===== src/rtl/lf_pkg.sv =====
package lf_pkg;

  typedef enum logic [1:0] {
    LF_PASS     = 2'd0,
    LF_GLITCH   = 2'd1,
    LF_DEBOUNCE = 2'd2
  } lf_mode_e;

  function automatic lf_mode_e lf_pick_mode(input logic enable, input logic slow);
    if (!enable)   return LF_PASS;
    else if (slow) return LF_DEBOUNCE;
    else           return LF_GLITCH;
  endfunction

endpackage


===== src/rtl/lf_cfg_regs.sv =====
module lf_cfg_regs #(
  parameter int N_LINES = 4,
  parameter int DIV_W   = 8
) (
  input  logic               clk,
  input  logic               rst_n,
  input  logic               run_en,
  input  logic [N_LINES-1:0] filt_set,
  input  logic [N_LINES-1:0] filt_clr,
  input  logic [N_LINES-1:0] slow_set,
  input  logic [N_LINES-1:0] slow_clr,
  input  logic               div_we,
  input  logic [DIV_W-1:0]   div_wdata,
  output logic [N_LINES-1:0] filt_en_q,
  output logic [N_LINES-1:0] slow_sel_q,
  output logic [DIV_W-1:0]   div_q
);

  logic [N_LINES-1:0] filt_en_d;
  logic [N_LINES-1:0] slow_sel_d;
  logic [DIV_W-1:0]   div_d;

  // set has priority over clear when both name a bit
  always_comb begin
    filt_en_d  = filt_en_q;
    slow_sel_d = slow_sel_q;
    div_d      = div_q;
    if (run_en) begin
      filt_en_d  = (filt_en_q  & ~filt_clr) | filt_set;
      slow_sel_d = (slow_sel_q & ~slow_clr) | slow_set;
      if (div_we) div_d = div_wdata;
    end
  end

  always_ff @(posedge clk or negedge rst_n) begin
    if (!rst_n) begin
      filt_en_q  <= '0;
      slow_sel_q <= '0;
      div_q      <= '0;
    end else begin
      filt_en_q  <= filt_en_d;
      slow_sel_q <= slow_sel_d;
      div_q      <= div_d;
    end
  end

endmodule


===== src/rtl/lf_slow_div.sv =====
module lf_slow_div #(
  parameter int DIV_W = 8
) (
  input  logic             clk,
  input  logic             rst_n,
  input  logic             run_en,
  input  logic             slow_tick,
  input  logic [DIV_W-1:0] div_q,
  input  logic             restart,
  output logic             half_stb
);

  logic [DIV_W-1:0] cnt_q;
  logic [DIV_W-1:0] cnt_d;
  logic             wrap;

  assign wrap     = (cnt_q == div_q);
  assign half_stb = run_en & slow_tick & wrap & ~restart;

  always_comb begin
    cnt_d = cnt_q;
    if (run_en) begin
      if (restart)        cnt_d = '0;
      else if (slow_tick) cnt_d = wrap ? '0 : cnt_q + 1'b1;
    end
  end

  always_ff @(posedge clk or negedge rst_n) begin
    if (!rst_n) cnt_q <= '0;
    else        cnt_q <= cnt_d;
  end

endmodule


===== src/rtl/lf_line_filter.sv =====
module lf_line_filter
  import lf_pkg::*;
(
  input  logic     clk,
  input  logic     rst_n,
  input  logic     run_en,
  input  logic     pin_raw,
  input  lf_mode_e mode,
  input  logic     half_stb,
  output logic     lvl_sync,
  output logic     lvl_filt
);

  logic meta_q, sync_q, prev_q, out_q;
  logic meta_d, sync_d, prev_d, out_d;
  logic smp;

  always_comb begin
    smp = 1'b0;
    case (mode)
      LF_GLITCH:   smp = 1'b1;
      LF_DEBOUNCE: smp = half_stb;
      default:     smp = 1'b0;
    endcase
  end

  always_comb begin
    meta_d = meta_q;
    sync_d = sync_q;
    prev_d = prev_q;
    out_d  = out_q;
    if (run_en) begin
      meta_d = pin_raw;
      sync_d = meta_q;
      if (mode == LF_PASS) begin
        prev_d = sync_q;
        out_d  = sync_q;
      end else if (smp) begin
        prev_d = sync_q;
        if (sync_q == prev_q) out_d = sync_q;
      end
    end
  end

  always_ff @(posedge clk or negedge rst_n) begin
    if (!rst_n) begin
      meta_q <= 1'b0;
      sync_q <= 1'b0;
      prev_q <= 1'b0;
      out_q  <= 1'b0;
    end else begin
      meta_q <= meta_d;
      sync_q <= sync_d;
      prev_q <= prev_d;
      out_q  <= out_d;
    end
  end

  assign lvl_sync = sync_q;
  assign lvl_filt = out_q;

endmodule


===== src/rtl/pin_filter_bank.sv =====
module pin_filter_bank
  import lf_pkg::*;
#(
  parameter int N_LINES = 4,
  parameter int DIV_W   = 8
) (
  input  logic               clk,
  input  logic               rst_n,
  input  logic               run_en_i,
  input  logic               slow_tick_i,
  input  logic [N_LINES-1:0] pin_i,
  input  logic [N_LINES-1:0] filt_set_i,
  input  logic [N_LINES-1:0] filt_clr_i,
  input  logic [N_LINES-1:0] slow_set_i,
  input  logic [N_LINES-1:0] slow_clr_i,
  input  logic               div_we_i,
  input  logic [DIV_W-1:0]   div_i,
  output logic [N_LINES-1:0] line_o,
  output logic [N_LINES-1:0] pin_lvl_o,
  output logic [N_LINES-1:0] filt_en_o,
  output logic [N_LINES-1:0] slow_sel_o,
  output logic [DIV_W-1:0]   div_o
);

  localparam int RST_STAGES = 2;

  logic [RST_STAGES-1:0] rst_pipe_q;
  logic                  rst_core_n;
  logic                  half_stb;

  always_ff @(posedge clk or negedge rst_n) begin
    if (!rst_n) rst_pipe_q <= '0;
    else        rst_pipe_q <= {rst_pipe_q[RST_STAGES-2:0], 1'b1};
  end
  assign rst_core_n = rst_pipe_q[RST_STAGES-1];

  lf_cfg_regs #(.N_LINES(N_LINES), .DIV_W(DIV_W)) cfg_i (
    .clk        (clk),
    .rst_n      (rst_core_n),
    .run_en     (run_en_i),
    .filt_set   (filt_set_i),
    .filt_clr   (filt_clr_i),
    .slow_set   (slow_set_i),
    .slow_clr   (slow_clr_i),
    .div_we     (div_we_i),
    .div_wdata  (div_i),
    .filt_en_q  (filt_en_o),
    .slow_sel_q (slow_sel_o),
    .div_q      (div_o)
  );

  lf_slow_div #(.DIV_W(DIV_W)) div_i0 (
    .clk       (clk),
    .rst_n     (rst_core_n),
    .run_en    (run_en_i),
    .slow_tick (slow_tick_i),
    .div_q     (div_o),
    .restart   (div_we_i),
    .half_stb  (half_stb)
  );

  for (genvar g = 0; g < N_LINES; g++) begin : g_line
    lf_line_filter line_i (
      .clk      (clk),
      .rst_n    (rst_core_n),
      .run_en   (run_en_i),
      .pin_raw  (pin_i[g]),
      .mode     (lf_pick_mode(filt_en_o[g], slow_sel_o[g])),
      .half_stb (half_stb),
      .lvl_sync (pin_lvl_o[g]),
      .lvl_filt (line_o[g])
    );
  end

endmodule


===== config.mk =====
export PLATFORM = sky130hd
export DESIGN_NAME = pin_filter_bank
export DESIGN_NICKNAME = d
export VERILOG_FILES = /design/src/rtl/lf_pkg.sv /design/src/rtl/lf_cfg_regs.sv /design/src/rtl/lf_slow_div.sv /design/src/rtl/lf_line_filter.sv /design/src/rtl/pin_filter_bank.sv
export SDC_FILE = /design/constraint.sdc
export NUM_CORES = 1
export LEC_CHECK = 0
export ABC_AREA = 1
export BUFFER_PORTS_ARGS = -buffer_cell sky130_fd_sc_hd__buf_2
export CAP_MARGIN = 20
export CORE_MARGIN = 5
export CORE_UTILIZATION = 45
export CTS_BUF_LIST = sky130_fd_sc_hd__clkbuf_2
export CTS_CLUSTER_SIZE = 20
export DETAILED_ROUTE_END_ITERATION = 6
export GPL_TIMING_DRIVEN = 0
export PLACE_DENSITY = 0.81
export REMOVE_ABC_BUFFERS = 1
export SLEW_MARGIN = 20
export SYNTH_ARGS = -nofsm -noshare
export SYNTH_HDL_FRONTEND = slang
export SYNTH_SLANG_ARGS = --single-unit

===== constraint.sdc =====
create_clock -name clk -period 3.6 [get_ports clk]
set_input_delay 0.72 -clock clk [delete_from_list [all_inputs] [get_ports clk]]
set_output_delay 0.72 -clock clk [all_outputs]
set_load 0.01 [all_outputs]

# Yosys cells after proc, flatten, opt, wreduce, memory -nomap -nowiden
# Cells that the tools add are included.
[totals]
output_inout_bits = 24
inputBits = 33
n_memories = 0
latchBits = 0
wordCells = 103
ramBits = 0
mem_bits_ro = 0
register_bits = 42
[op_classes]
div_mod_pow = 0
n_lt_le_gt_ge = 0
eq_ne = 13
reduce_logical = 23
add_sub_neg = 1
bitwise_logic = 10
mul = 0
shift = 0
mux = 35
[op_table]
columns = ["op", "count"]
rows = [
  ["8-bit two-way mux", 3],
  ["1-bit two-way mux", 20],
  ["2-bit nonzero test", 9],
  ["2-bit two-way mux", 8],
  ["2-bit AND reduction", 6],
  ["3-bit AND reduction", 4],
  ["8-bit by 1-bit adder with 8-bit output, second input constant", 1],
  ["4-bit AND", 2],
  ["2-bit by 1-bit equality test with 1-bit output, second input constant", 4],
  ["2-bit equality test, second input constant", 4],
  ["8-bit equality test", 1],
  ["2-bit logical NOT", 4],
  ["4-bit inverter", 2],
  ["4-bit bitwise OR", 2],
  ["1-bit one-hot mux with 2 select lines", 4],
  ["1-bit equality test", 4],
  ["1-bit AND", 3],
  ["1-bit inverter", 1],
]

# Depth between registers and ports, before layout
[logic_depth]
word_depth = 6
depth_mapped = 10

# Cells and area by module
# From an unflattened synthesis, not the netlist that was laid out.
[unflattened]
hier_cells = 306
hier_area_um2 = 2439.8
[modules_own_cells]
columns = ["mod", "instances", "area_per_inst_um2", "cells_each", "seq_area_each_um2"]
rows = [
  ["lf_line_filter", 4, 249.0, 30, 100.1],
  ["lf_cfg_regs", 1, 694.4, 77, 400.4],
  ["lf_slow_div", 1, 625.6, 90, 200.2],
  ["pin_filter_bank", 1, 123.9, 19, 50.0],
]

# Least setup slack after synthesis
# Ideal clock, no wire load.
[synth_path]
path_type = "in2reg"
startpoint = "in run_en_i"
endpoint = "reg g_line[0].line_i.prev_q"
t_required_ns = 3.483
arrival_time_ns = 1.478
path_slack_ns = 2.005
path_stages = 8
path_buffers = 1
cell_sequence = "buf_6 nand2_4 nor2_1 nand3_4 nand2_4 nand2_2 nand2_1 o21ai_2"
[synth_between]
elab_chain_len = 6
[synth_lines]
columns = ["item", "line", "rtl"]
rows = [
  ["start, declared", "pin_filter_bank.sv:9", "input logic run_en_i,"],
  ["1-bit AND (3 in a row)", "lf_slow_div.sv:18", "assign half_stb = run_en & slow_tick & wrap & ~restart;"],
  ["1-bit one-hot mux with 2 select lines", "lf_line_filter.sv:20", "case (mode)"],
  ["2-bit nonzero test (no source line)", "n/a", ""],
  ["2-bit AND reduction (no source line) *", "n/a", ""],
  ["end signal, assigned", "lf_line_filter.sv:54", "prev_q <= prev_d;"],
  ["end, declared", "lf_line_filter.sv:14", "logic meta_q, sync_q, prev_q, out_q;"],
]
# Mark *: on every way between the ends. The rest lies on a longest branch, timed or not.
# A chain may end at the register's enable or synchronous reset.

# Worst setup path after layout
[layout_path]
startpoint = "in run_en_i"
endpoint = "reg g_line[2].line_i.prev_q"
[layout_between]
elab_chain_len = 6
[layout_lines]
columns = ["item", "line"]
rows = [
  ["1-bit AND (3 in a row)", "lf_slow_div.sv:18"],
  ["1-bit one-hot mux with 2 select lines", "lf_line_filter.sv:20"],
  ["2-bit nonzero test (no source line)", "n/a"],
  ["2-bit AND reduction (no source line) *", "n/a"],
  ["end signal, assigned", "lf_line_filter.sv:54"],
  ["end, declared", "lf_line_filter.sv:14"],
]
# Marks and branches as above.

==> results_dict.tcl <==
set metrics [dict create \
    status "finished clean" \
    async_reset_ff_share_pct 100 \
    endpoint_kind "flip-flop" \
    hold_path_class "input pin to async pin" \
    cp_common_cell "nand2_4" \
    synth_edf_count 0 \
    tightest_slew_ps 807 \
    viasPerCell 4.85 \
    grt.met1_usage_pct 18.1 \
    htree_levels 2 \
    postLayoutCellArea_sq_um 2500 \
    cts_made_buffers 5 \
    yosysSeqAreaShare_pct 48.4 \
    grt_util_met3_pct 4.51 \
    antenna_found_initial 0 \
    synth-warning-count 0 \
    p_per_area_nw_per_um2 442 \
    grtUsageMet2_pct 25.2 \
    finalSetupViolations 0 \
    leakage_nw 1.34 \
    die_area_sq_um 6320 \
    mostFrequentLayoutCell "nand2_1" \
    hold_violations 0 \
    clk_pin_slew_ps 210 \
    skew_ps 8.12 \
    min_period_ps 1930 \
    root_buffer "clkbuf_2" \
    clk-insertion-delay-late_ps 400 \
    crit_type "input pin to flip-flop" \
    layout-drive-gt1-share_pct 32.4 \
    slew-limit-headroom_pct 46.2 \
    grt.overflow.total 0 \
    postPlaceCellArea_sq_um 2430 \
    drv_slew 0 \
    grt_setup_unrepaired "no" \
    fin_util_pct 53.3 \
    synthToLayoutAreaGrowth_pct 15.0 \
    grt_pass1_vias 1680 \
    antenna_left 0 \
    clock-sinks 42 \
    die_w_um 79.5 \
    ys.flop_type "dfrtp_1" \
    fin_ws_ps 1670 \
    die_h_um 79.5 \
    ctsHoldBuffers 0 \
    crit_slowest_cell "buf_2" \
    tns_ps 0 \
    grt_max_degree 44 \
    num_vias 1699 \
    synth_cell_types 34 \
    avgRoutedWirePerCell_um 12.4 \
    ctsLongestPathBuffers 2 \
    grtUsageTotal_pct 15.1 \
    synthCells 245 \
    fill_cells 450 \
    ys_ff_latch 42 \
    cts_tree "done" \
    fin_crit_sh_pct 53.6 \
    path_buf_inv 1 \
    post-dp-hpwl_mm 3.27 \
    arrival_ps 2260 \
    ios 57 \
    drv_cap 0 \
    syn_area_per_cell_sq_um 8.87 \
    path_cells "buf_2 > nand2_4 > nor2_1 > nand3_4 > nand2_4 > nand2_2 > nand2_1 > o21ai_2" \
    irDropWorstVdd_mv 0.209 \
    postCtsSetupRepairBufs 0 \
    row_count 25 \
    cp.required_ps 3930 \
    io_buffers 56 \
    worst_setup_path_start_kind "input pin" \
    cp_max_fo 43 \
    wl_mm 4.35 \
    crit_family "simple AND/OR/NAND/NOR gates" \
    core_area_sq_um 4690 \
    insertedDiodeCount 0 \
    drc 0 \
    cpPeakStageDelay_ps 620 \
    fin_nets 329 \
    start_util_pct 46.3 \
    place_congestion 0.795 \
    final_cell_mix "nand2_1 (85), buf_2 (56), dfrtp_1 (41)" \
    fmax_mhz 518 \
    dr.first_iter.drc_count 96 \
    grt_first_pass_wirelength_mm 7.40 \
    pre_cts_ws_ps 1250 \
    cts.repair.resized 0 \
    drt_first_pass_iters 5 \
    top_usage_layer "met2" \
    netlist_area_sq_um 2170 \
]
-- logic make-up after synthesis --
kind of cell    after synthesis  share of synthesized area [%]
simple gates                129                           29.8
compound gates               28                           9.04
flops                        42                           48.4
buf+inv                      38                           9.62
xor+xnor                      6                           2.42
fa+ha+maj                     1                          0.576
other cells                   1                          0.173
-- per-layer routing --
metal	vias up	wire [um]
li1	864	-
met1	770	1980
met2	55	2000
met3	10	272
met4	0	93
met5	-	0
-- worst reg2reg max path, delay by kind of cell, from the launching register on --
kind / cells / cell delay, ps
AO/OA/AOI/OAI: 1 / 50
XOR/XNOR: 1 / 180
AND/OR/NAND/NOR: 6 / 700
flip-flops: 1 / 480
-- report_power, final --
group / switching (mW) / internal, mW
sequential: 0.0516 / 0.529
combinational: 0.140 / 0.110
clock: 0.154 / 0.120
total: 0.345 / 0.760
-- worst paths after layout --
path                       cells after the start  slack (ps)            start                         to
min in group clk                               0         380    rst_pipe_q[0]              rst_pipe_q[1]
hold reg to reg                                0         210    rst_pipe_q[1]            div_i0.cnt_q[6]
setup / recovery                               8        1670         run_en_i    g_line[2].line_i.prev_q
setup reg to reg                               8        2110  div_i0.cnt_q[2]    g_line[2].line_i.prev_q
hold / removal                                 1          60            rst_n              rst_pipe_q[1]
max in group asynchronous                      1        2940    rst_pipe_q[1]  g_line[1].line_i.lvl_filt
-- through the flow --
stage,cells,hold WS (ps),power (mW)
2_1_floorplan,231,331,0.740
3_3_place_gp,341,336,0.829
3_5_place_dp,342,220,0.845
4_1_cts,350,45.4,1.12
5_1_grt,350,6.05,1.18
6_report,350,60.8,1.11
-- state kept, by name (all words and copies together), names as in the netlist, 4 cells and up --
signal / flops
cfg_i.slow_sel_q: 4
cfg_i.filt_en_q: 4
div_i0.cnt_q: 8
g_line.line_i.lvl_sync: 4
g_line.line_i.meta_q: 4
g_line.line_i.prev_q: 4
cfg_i.div_q: 8
g_line.line_i.lvl_filt: 4
-- cell usage after synthesis (2+ instances only) --
master	instances	area, sq um
nand2_2	6	37.5
nor2_4	2	22.5
buf_4	8	60.1
nand2_4	6	67.6
a21oi_1	2	10.0
nand2_1	85	319
dfrtp_1	42	1050
a22o_1	8	70.1
nand4_1	5	31.3
buf_6	3	33.8
o21ai_2	4	35.0
nor2_1	4	15.0
and3_1	2	12.5
o21ai_1	2	10.0
xnor2_1	5	43.8
inv_2	2	7.51
buf_2	2	10.0
o21ai_0	9	45.0
or2_2	4	25.0
inv_1	21	78.8
nand3_1	10	50.1
-- layout make-up --
class | instances | area [sq um] | area share, %
clock buffers | 6 | 30.0 | 1.20
clock inverters | 2 | 37.5 | 1.50
multi-input cells | 165 | 912 | 36.5
well taps | 54 | 67.6 | 2.70
repair buffers | 57 | 308 | 12.3
flip-flops and latches | 42 | 1050 | 42.1
inverters | 24 | 91.3 | 3.66
Power figures use the tool's default switching activity.
